## src/rtl/rfe_pkg.sv

```systemverilog
package rfe_pkg;

    localparam int DEPTH_W  = 6;
    localparam int COLOUR_W = 32;

    typedef enum logic [0:0] {
        OP_FILL = 1'b0,
        OP_COPY = 1'b1
    } op_kind_e;

    typedef enum logic [2:0] {
        ST_IDLE  = 3'd0,
        ST_FILL0 = 3'd1,
        ST_RD    = 3'd2,
        ST_WR    = 3'd3,
        ST_DONE  = 3'd4
    } walk_state_e;

    // Ordering decisions taken once per operation
    typedef struct packed {
        logic is_copy;
        logic rev_rows;   // start at the last row, step back by one pitch
        logic desc_cols;  // walk bytes of a row from high to low address
    } walk_flags_t;

    // Bytes per pixel, rounded up from the depth in bits
    function automatic logic [3:0] px_bytes(input logic [DEPTH_W-1:0] depth);
        logic [DEPTH_W:0] t;
        t = {1'b0, depth} + (DEPTH_W+1)'(7);
        return t[DEPTH_W:3];
    endfunction

    // Pick colour byte idx, byte 0 being the least significant
    function automatic logic [7:0] colour_byte(input logic [COLOUR_W-1:0] c,
                                               input logic [1:0] idx);
        return c[{idx, 3'b000} +: 8];
    endfunction

endpackage

```

## src/rtl/rfe_geom.sv

```systemverilog
module rfe_geom
    import rfe_pkg::*;
#(
    parameter int ADDR_W = 24,
    parameter int CRD_W  = 12,
    parameter int LB_W   = CRD_W + 4
) (
    input  logic [DEPTH_W-1:0] depth,
    input  logic [CRD_W-1:0]   scr_w,
    input  op_kind_e           kind,
    input  logic [CRD_W-1:0]   sx,
    input  logic [CRD_W-1:0]   sy,
    input  logic [CRD_W-1:0]   dx,
    input  logic [CRD_W-1:0]   dy,
    input  logic [CRD_W-1:0]   w,
    input  logic [CRD_W-1:0]   h,
    output logic [3:0]         bpp,
    output logic [ADDR_W-1:0]  pitch,
    output logic [LB_W-1:0]    line_bytes,
    output logic [ADDR_W-1:0]  src_first,
    output logic [ADDR_W-1:0]  dst_first,
    output walk_flags_t        flags
);

    localparam int N_CORNER = 2;

    logic [CRD_W-1:0]  cx [N_CORNER];
    logic [CRD_W-1:0]  cy [N_CORNER];
    logic [ADDR_W-1:0] first [N_CORNER];
    logic [ADDR_W-1:0] last_row_off;

    assign bpp        = px_bytes(depth);
    assign pitch      = ADDR_W'(bpp) * ADDR_W'(scr_w);
    assign line_bytes = LB_W'(bpp) * LB_W'(w);

    always_comb begin
        flags.is_copy   = (kind == OP_COPY);
        flags.rev_rows  = flags.is_copy && (dy > sy);
        flags.desc_cols = flags.is_copy && (dy == sy) && (dx > sx);
    end

    // Rows are walked bottom-up when reversed: both pointers start at row h-1
    assign last_row_off = flags.rev_rows ? pitch * ADDR_W'(h - CRD_W'(1)) : '0;

    assign cx[0] = sx;
    assign cy[0] = sy;
    assign cx[1] = dx;
    assign cy[1] = dy;

    for (genvar i = 0; i < N_CORNER; i++) begin : g_corner
        assign first[i] = ADDR_W'(bpp) * ADDR_W'(cx[i])
                        + pitch * ADDR_W'(cy[i])
                        + last_row_off;
    end

    assign src_first = first[0];
    assign dst_first = first[1];

endmodule

```

## src/rtl/rfe_walker.sv

```systemverilog
module rfe_walker
    import rfe_pkg::*;
#(
    parameter int ADDR_W = 24,
    parameter int CRD_W  = 12,
    parameter int LB_W   = CRD_W + 4
) (
    input  logic                clk,
    input  logic                rst,
    input  logic                start,
    input  walk_flags_t         flags,
    input  logic [COLOUR_W-1:0] colour,
    input  logic [3:0]          bpp,
    input  logic [ADDR_W-1:0]   pitch,
    input  logic [LB_W-1:0]     line_bytes,
    input  logic [CRD_W-1:0]    h,
    input  logic [ADDR_W-1:0]   src_first,
    input  logic [ADDR_W-1:0]   dst_first,
    output logic                busy,
    output logic                done,
    output logic                mem_re,
    output logic                mem_we,
    output logic [ADDR_W-1:0]   mem_addr,
    output logic [7:0]          mem_wdata,
    input  logic [7:0]          mem_rdata
);

    walk_state_e         state;
    walk_flags_t         flags_q;
    logic [COLOUR_W-1:0] colour_q;
    logic [3:0]          bpp_q;
    logic [ADDR_W-1:0]   pitch_q;
    logic [LB_W-1:0]     nbytes_q;
    logic [CRD_W-1:0]    h_q;
    logic [ADDR_W-1:0]   src_row;
    logic [ADDR_W-1:0]   dst_row;
    logic [LB_W-1:0]     col_cnt;
    logic [CRD_W-1:0]    row_cnt;
    logic [1:0]          ph;

    logic [LB_W-1:0]     col_off;
    logic                last_col;
    logic                last_row;
    logic [ADDR_W-1:0]   src_next;
    logic [ADDR_W-1:0]   dst_next;

    assign col_off  = flags_q.desc_cols ? (nbytes_q - LB_W'(1) - col_cnt) : col_cnt;
    assign last_col = (col_cnt == nbytes_q - LB_W'(1));
    assign last_row = (row_cnt == h_q - CRD_W'(1));
    assign src_next = flags_q.rev_rows ? src_row - pitch_q : src_row + pitch_q;
    assign dst_next = flags_q.rev_rows ? dst_row - pitch_q : dst_row + pitch_q;

    assign busy      = (state != ST_IDLE);
    assign done      = (state == ST_DONE);
    assign mem_re    = (state == ST_RD);
    assign mem_we    = (state == ST_FILL0) || (state == ST_WR);
    assign mem_addr  = ((state == ST_RD) ? src_row : dst_row) + ADDR_W'(col_off);
    assign mem_wdata = (state == ST_FILL0) ? colour_byte(colour_q, ph) : mem_rdata;

    always_ff @(posedge clk) begin
        if (rst) begin
            state    <= ST_IDLE;
            flags_q  <= '0;
            colour_q <= '0;
            bpp_q    <= '0;
            pitch_q  <= '0;
            nbytes_q <= '0;
            h_q      <= '0;
            src_row  <= '0;
            dst_row  <= '0;
            col_cnt  <= '0;
            row_cnt  <= '0;
            ph       <= '0;
        end else begin
            case (state)
                ST_IDLE: begin
                    if (start) begin
                        flags_q  <= flags;
                        colour_q <= colour;
                        bpp_q    <= bpp;
                        pitch_q  <= pitch;
                        nbytes_q <= line_bytes;
                        h_q      <= h;
                        // a fill replicates its own first row
                        src_row  <= flags.is_copy ? src_first : dst_first;
                        dst_row  <= dst_first;
                        col_cnt  <= '0;
                        row_cnt  <= '0;
                        ph       <= '0;
                        state    <= flags.is_copy ? ST_RD : ST_FILL0;
                    end
                end
                ST_FILL0: begin
                    ph <= ({2'b00, ph} == bpp_q - 4'd1) ? 2'd0 : ph + 2'd1;
                    if (last_col) begin
                        col_cnt <= '0;
                        if (last_row) begin
                            state <= ST_DONE;
                        end else begin
                            row_cnt <= row_cnt + CRD_W'(1);
                            dst_row <= dst_next;
                            state   <= ST_RD;
                        end
                    end else begin
                        col_cnt <= col_cnt + LB_W'(1);
                    end
                end
                ST_RD: begin
                    state <= ST_WR;
                end
                ST_WR: begin
                    if (last_col) begin
                        col_cnt <= '0;
                        if (last_row) begin
                            state <= ST_DONE;
                        end else begin
                            row_cnt <= row_cnt + CRD_W'(1);
                            dst_row <= dst_next;
                            if (flags_q.is_copy) src_row <= src_next;
                            state <= ST_RD;
                        end
                    end else begin
                        col_cnt <= col_cnt + LB_W'(1);
                        state   <= ST_RD;
                    end
                end
                ST_DONE: begin
                    state <= ST_IDLE;
                end
                default: begin
                    state <= ST_IDLE;
                end
            endcase
        end
    end

    AST_ROW_BOUND: assert property (@(posedge clk) disable iff (rst)
        busy |-> (row_cnt < h_q));
    AST_COL_BOUND: assert property (@(posedge clk) disable iff (rst)
        busy |-> (col_cnt < nbytes_q));
    AST_NO_RW_BOTH: assert property (@(posedge clk) disable iff (rst)
        !(mem_re && mem_we));

endmodule

```

## src/rtl/rfe_dirty.sv

```systemverilog
module rfe_dirty #(
    parameter int CRD_W = 12
) (
    input  logic             clk,
    input  logic             rst,
    input  logic             capture,
    input  logic [CRD_W-1:0] x,
    input  logic [CRD_W-1:0] y,
    input  logic [CRD_W-1:0] w,
    input  logic [CRD_W-1:0] h,
    input  logic             done,
    output logic             valid,
    output logic [CRD_W-1:0] out_x,
    output logic [CRD_W-1:0] out_y,
    output logic [CRD_W-1:0] out_w,
    output logic [CRD_W-1:0] out_h
);

    always_ff @(posedge clk) begin
        if (rst) begin
            out_x <= '0;
            out_y <= '0;
            out_w <= '0;
            out_h <= '0;
        end else if (capture) begin
            out_x <= x;
            out_y <= y;
            out_w <= w;
            out_h <= h;
        end
    end

    assign valid = done;

endmodule

```

## src/rtl/rfe_engine.sv

```systemverilog
module rfe_engine
    import rfe_pkg::*;
#(
    parameter int ADDR_W = 24,
    parameter int CRD_W  = 12
) (
    input  logic                clk,
    input  logic                rst,
    input  logic [DEPTH_W-1:0]  cfg_depth,
    input  logic [CRD_W-1:0]    cfg_scr_w,
    input  logic                op_valid,
    output logic                op_ready,
    input  logic                op_kind,
    input  logic [CRD_W-1:0]    op_src_x,
    input  logic [CRD_W-1:0]    op_src_y,
    input  logic [CRD_W-1:0]    op_dst_x,
    input  logic [CRD_W-1:0]    op_dst_y,
    input  logic [CRD_W-1:0]    op_w,
    input  logic [CRD_W-1:0]    op_h,
    input  logic [COLOUR_W-1:0] op_colour,
    output logic                mem_re,
    output logic                mem_we,
    output logic [ADDR_W-1:0]   mem_addr,
    output logic [7:0]          mem_wdata,
    input  logic [7:0]          mem_rdata,
    output logic                dirty_valid,
    output logic [CRD_W-1:0]    dirty_x,
    output logic [CRD_W-1:0]    dirty_y,
    output logic [CRD_W-1:0]    dirty_w,
    output logic [CRD_W-1:0]    dirty_h
);

    localparam int LB_W = CRD_W + 4;

    logic              accept;
    logic              start;
    logic              busy;
    logic              done;
    logic [3:0]        bpp;
    logic [ADDR_W-1:0] pitch;
    logic [LB_W-1:0]   line_bytes;
    logic [ADDR_W-1:0] src_first;
    logic [ADDR_W-1:0] dst_first;
    walk_flags_t       flags;

    assign op_ready = !busy;
    assign accept   = op_valid && op_ready;
    // an empty rectangle is retired on acceptance
    assign start    = accept && (op_w != '0) && (op_h != '0);

    rfe_geom #(.ADDR_W(ADDR_W), .CRD_W(CRD_W), .LB_W(LB_W)) u_geom (
        .depth      (cfg_depth),
        .scr_w      (cfg_scr_w),
        .kind       (op_kind_e'(op_kind)),
        .sx         (op_src_x),
        .sy         (op_src_y),
        .dx         (op_dst_x),
        .dy         (op_dst_y),
        .w          (op_w),
        .h          (op_h),
        .bpp        (bpp),
        .pitch      (pitch),
        .line_bytes (line_bytes),
        .src_first  (src_first),
        .dst_first  (dst_first),
        .flags      (flags)
    );

    rfe_walker #(.ADDR_W(ADDR_W), .CRD_W(CRD_W), .LB_W(LB_W)) u_walk (
        .clk        (clk),
        .rst        (rst),
        .start      (start),
        .flags      (flags),
        .colour     (op_colour),
        .bpp        (bpp),
        .pitch      (pitch),
        .line_bytes (line_bytes),
        .h          (op_h),
        .src_first  (src_first),
        .dst_first  (dst_first),
        .busy       (busy),
        .done       (done),
        .mem_re     (mem_re),
        .mem_we     (mem_we),
        .mem_addr   (mem_addr),
        .mem_wdata  (mem_wdata),
        .mem_rdata  (mem_rdata)
    );

    rfe_dirty #(.CRD_W(CRD_W)) u_dirty (
        .clk     (clk),
        .rst     (rst),
        .capture (start),
        .x       (op_dst_x),
        .y       (op_dst_y),
        .w       (op_w),
        .h       (op_h),
        .done    (done),
        .valid   (dirty_valid),
        .out_x   (dirty_x),
        .out_y   (dirty_y),
        .out_w   (dirty_w),
        .out_h   (dirty_h)
    );

    AST_RD_THEN_WR: assert property (@(posedge clk) disable iff (rst)
        mem_re |=> mem_we);
    AST_DIRTY_NONZERO: assert property (@(posedge clk) disable iff (rst)
        dirty_valid |-> (dirty_w != '0) && (dirty_h != '0));
    AST_DIRTY_THEN_READY: assert property (@(posedge clk) disable iff (rst)
        dirty_valid |=> (op_ready && !dirty_valid));
    AST_IDLE_QUIET: assert property (@(posedge clk) disable iff (rst)
        op_ready |-> (!mem_re && !mem_we && !dirty_valid));

endmodule

```

## config.mk

```make
export PLATFORM = sky130hd
export DESIGN_NAME = rfe_engine
export DESIGN_NICKNAME = d
export VERILOG_FILES = /design/src/rtl/rfe_pkg.sv /design/src/rtl/rfe_geom.sv /design/src/rtl/rfe_walker.sv /design/src/rtl/rfe_dirty.sv /design/src/rtl/rfe_engine.sv
export SDC_FILE = /design/constraint.sdc
export NUM_CORES = 2
export LEC_CHECK = 0
export ABC_AREA = 1
export ABC_CLOCK_PERIOD_IN_PS = 11100
export BUFFER_PORTS_ARGS = -buffer_cell sky130_fd_sc_hd__clkbuf_2
export CAP_MARGIN = 20
export CORE_MARGIN = 2
export CORE_UTILIZATION = 25
export DETAILED_ROUTE_END_ITERATION = 16
export PLACE_DENSITY = 0.41
export SLEW_MARGIN = 10
export SYNTH_ARGS = -nofsm -noshare
export SYNTH_HDL_FRONTEND = slang
export SYNTH_SLANG_ARGS = --single-unit
```

## constraint.sdc

```tcl
create_clock -name clk -period 11.1 [get_ports clk]
set_input_delay 0 -clock clk [delete_from_list [all_inputs] [get_ports clk]]
set_output_delay 0 -clock clk [all_outputs]
set_load 0.01 [all_outputs]
```

==> results.json <==
{
  "first_pass_iters": 5,
  "cp.required_ns": 11.62,
  "cap_violations": 0,
  "yosysTopAreaCell": "fa_1",
  "setup_viol": 0,
  "ys_seq_area_share_pct": 10.6,
  "syn_avg_cell_area_um2": 7.40,
  "yosysTopAreaCellShare_pct": 31.4,
  "place_inst": 7875,
  "root_buffer": "clkbuf_16",
  "slowest_stage": "fa_1",
  "cp-start-kind": "input pin",
  "yosys.cell_count.top_type": "inv_1",
  "cp_max_fo": 9,
  "antenna_found_initial": 5,
  "io_buffers": 217,
  "clkTransAtPathRegs_ns": 0.05,
  "drive_gt1_share_pct": 14.7,
  "critPathBufInv": 18,
  "end_kind": "flip-flop",
  "wl_per_cell_um": 20.5,
  "final_hold_viol_count": 0,
  "ys_warn_count": 0,
  "final_nets": 7036,
  "hp-class": "input pin to flip-flop",
  "critPathTopFamily": "adder cells",
  "vias": 36500,
  "slew_violations": 0,
  "core_area_um2": 159000,
  "start_util_pct": 25.2,
  "drt-total-wl_um": 165000,
  "layoutNonFillerInstCount": 8031,
  "numCtsBuffers": 34,
  "synth_seq_cells": 212,
  "io_pins": 218,
  "synth-edff-count": 0,
  "skew_ns": 0.0264,
  "synth_fp_nets": 6509,
  "crit_top_cell": "fa_1",
  "grt_remaining_overflow": 0,
  "rsz0062_at_grt": "true",
  "grt_use_total_pct": 20.0,
  "viasPerCell": 4.54,
  "grt_pass1_wl_um": 244000,
  "yosys_most_used_dff": "dfxtp_1",
  "hold_ws_ns": 0.0828,
  "grt_max_degree": 84,
  "run_status": "finished, final reports clean",
  "post-route-util_pct": 30.7,
  "netlist_instances": 5403,
  "arrival_ns": 11.15,
  "tightestPinTransition_ns": 0.993,
  "postSynth.asyncResetShare_pct": 0,
  "min_period_ns": 10.62,
  "drt-initial-drc-count": 2302,
  "synthesis.area_um2": 40000,
  "cts_buffer_depth": 3,
  "synth_cell_types": 71,
  "synth_top_cells_by_count": "1126 x inv_1, 1105 x nand2_1, 627 x fa_1",
  "drc": 0,
  "yosys-top-cells-area": "fa_1 31%, ha_1 11%, dfxtp_1 11%",
  "max_stage_delay_ns": 0.53,
  "cts.sinks": 212,
  "num_rows": 146,
  "syn2layout_area_growth_pct": 21.7,
  "min_period_over_period_pct": 95.7,
  "first_global_vias": 37200,
  "postRouteAntennaNets": 0,
  "fp.dieArea_um2": 163000,
  "dpl.hpwl_um": 135000,
  "die_y_um": 404,
  "criticalPathCategory": "input pin to flip-flop",
  "clk_latency_ns": 0.60,
  "timing.fmax_ghz": 0.0942,
  "tritoncts": "done",
  "die_w_um": 404,
  "relSlewSlack_pct": 33.7,
  "globalplace.congestion": 0.898,
  "cts_max_level": 2
}
[repair_timing]
action	in CTS	in global routing
setup endpoints to repair	5	30
hold buffers	81	0
buffers inserted	0	9
gates resized for setup	2	147
hold endpoints to repair	82	0
pin swaps	0	33
cloned	0	1
[layout make-up]
cell class	instances	area (um^2)
well taps	2072	2590
fillers	17400	110000
multi-input cells	3847	31300
clock inverters	24	309
flip-flops and latches	212	4240
inverters	1151	4340
clock buffers	38	906
diodes	3	7.51
repair buffers	684	4950
[worst register-to-register path, cell delays in order, from the launching register on]
cell     delay [ns]
dfxtp_1        0.35
inv_1          0.09
ha_1           0.16
inv_1          0.04
nor2_1         0.14
nand2_1        0.09
nor2_1         0.13
nand4_1        0.13
or3_1          0.45
nand2_1        0.12
xor2_1         0.15
inv_1          0.16
ha_1           0.39
a21oi_1        0.27
o21ai_0        0.15
a21oi_1        0.21
nand3_1        0.20
nand3_1        0.12
nand2_1        0.10
a21oi_1        0.24
o21ai_0        0.15
or2_2          0.28
a21oi_1        0.15
a21oi_1        0.08
[cell usage in the layout, fill, tap and decap left out, types with 58 or more instances in the layout]
cell,instances
nor2_1,432
ha_1,322
xnor2_1,58
dlygate4sd3_1,81
clkbuf_2,216
a21oi_1,380
fa_1,620
xor2_1,107
nand2_1,1091
buf_4,374
nand3_1,139
o21ai_0,249
dfxtp_1,212
inv_1,1116
[worst paths after layout]
check / cells after the start / slack (ns) / to / from
worst max-delay path: 60 / 0.48 / u_walk.src_row[13] / cfg_depth[1]
worst min-delay path: 3 / 0.08 / u_dirty.out_x[11] / op_dst_x[11]
worst max register to register: 23 / 6.65 / u_walk.dst_row[23] / u_walk.pitch_q[0]
worst min register to register: 2 / 0.45 / u_walk.colour_q[16] / u_walk.colour_q[16]
[cells by family (layout without fill, tap and decap cells)]
logic type / count (synthesis) / after routing / synth area share (%)
flops: 212 / 212 / 10.6
simple gates: 1873 / 1873 / 19.3
compound gates: 832 / 832 / 11.4
buf+inv: 1344 / 1897 / 12.7
xor+xnor: 169 / 169 / 3.72
fa+ha+maj: 972 / 972 / 42.2
other cells: 0 / 3 / 0
mux: 1 / 1 / 0.0250
[flip-flops by register name, summed over array words and instances, names as in the netlist, 16 cells and up]
name and cells:
u_walk.nbytes_q 16, u_walk.colour_q 32, u_walk.dst_row 24, u_walk.col_cnt 16
u_walk.src_row 24, u_walk.pitch_q 16
[metal layers]
| layer | part of all wire (%) | wire [um] | track usage [%] |
|---|---|---|---|
| met1 | 46 | 75700 | 27.1 |
| met5 | 0.027 | 44 | 0 |
| met4 | 2.4 | 3870 | 4.20 |
| met2 | 48 | 79000 | 34.5 |
| met3 | 3.6 | 5920 | 2.16 |
[metrics by stage]
stage	area, um^2	setup TNS (ns)	setup WS [ns]
2_1_floorplan	40000	0	0.00143
3_3_place_gp	45900	-11.58	-0.607
3_5_place_dp	45900	-14.12	-0.686
4_1_cts	47900	0	0.0203
5_1_grt	48600	-0.451	-0.0846
6_report	48600	0	0.479
Power is not shown: default switching activity piles up to over one toggle a cycle in this logic, so the estimate is an artifact.
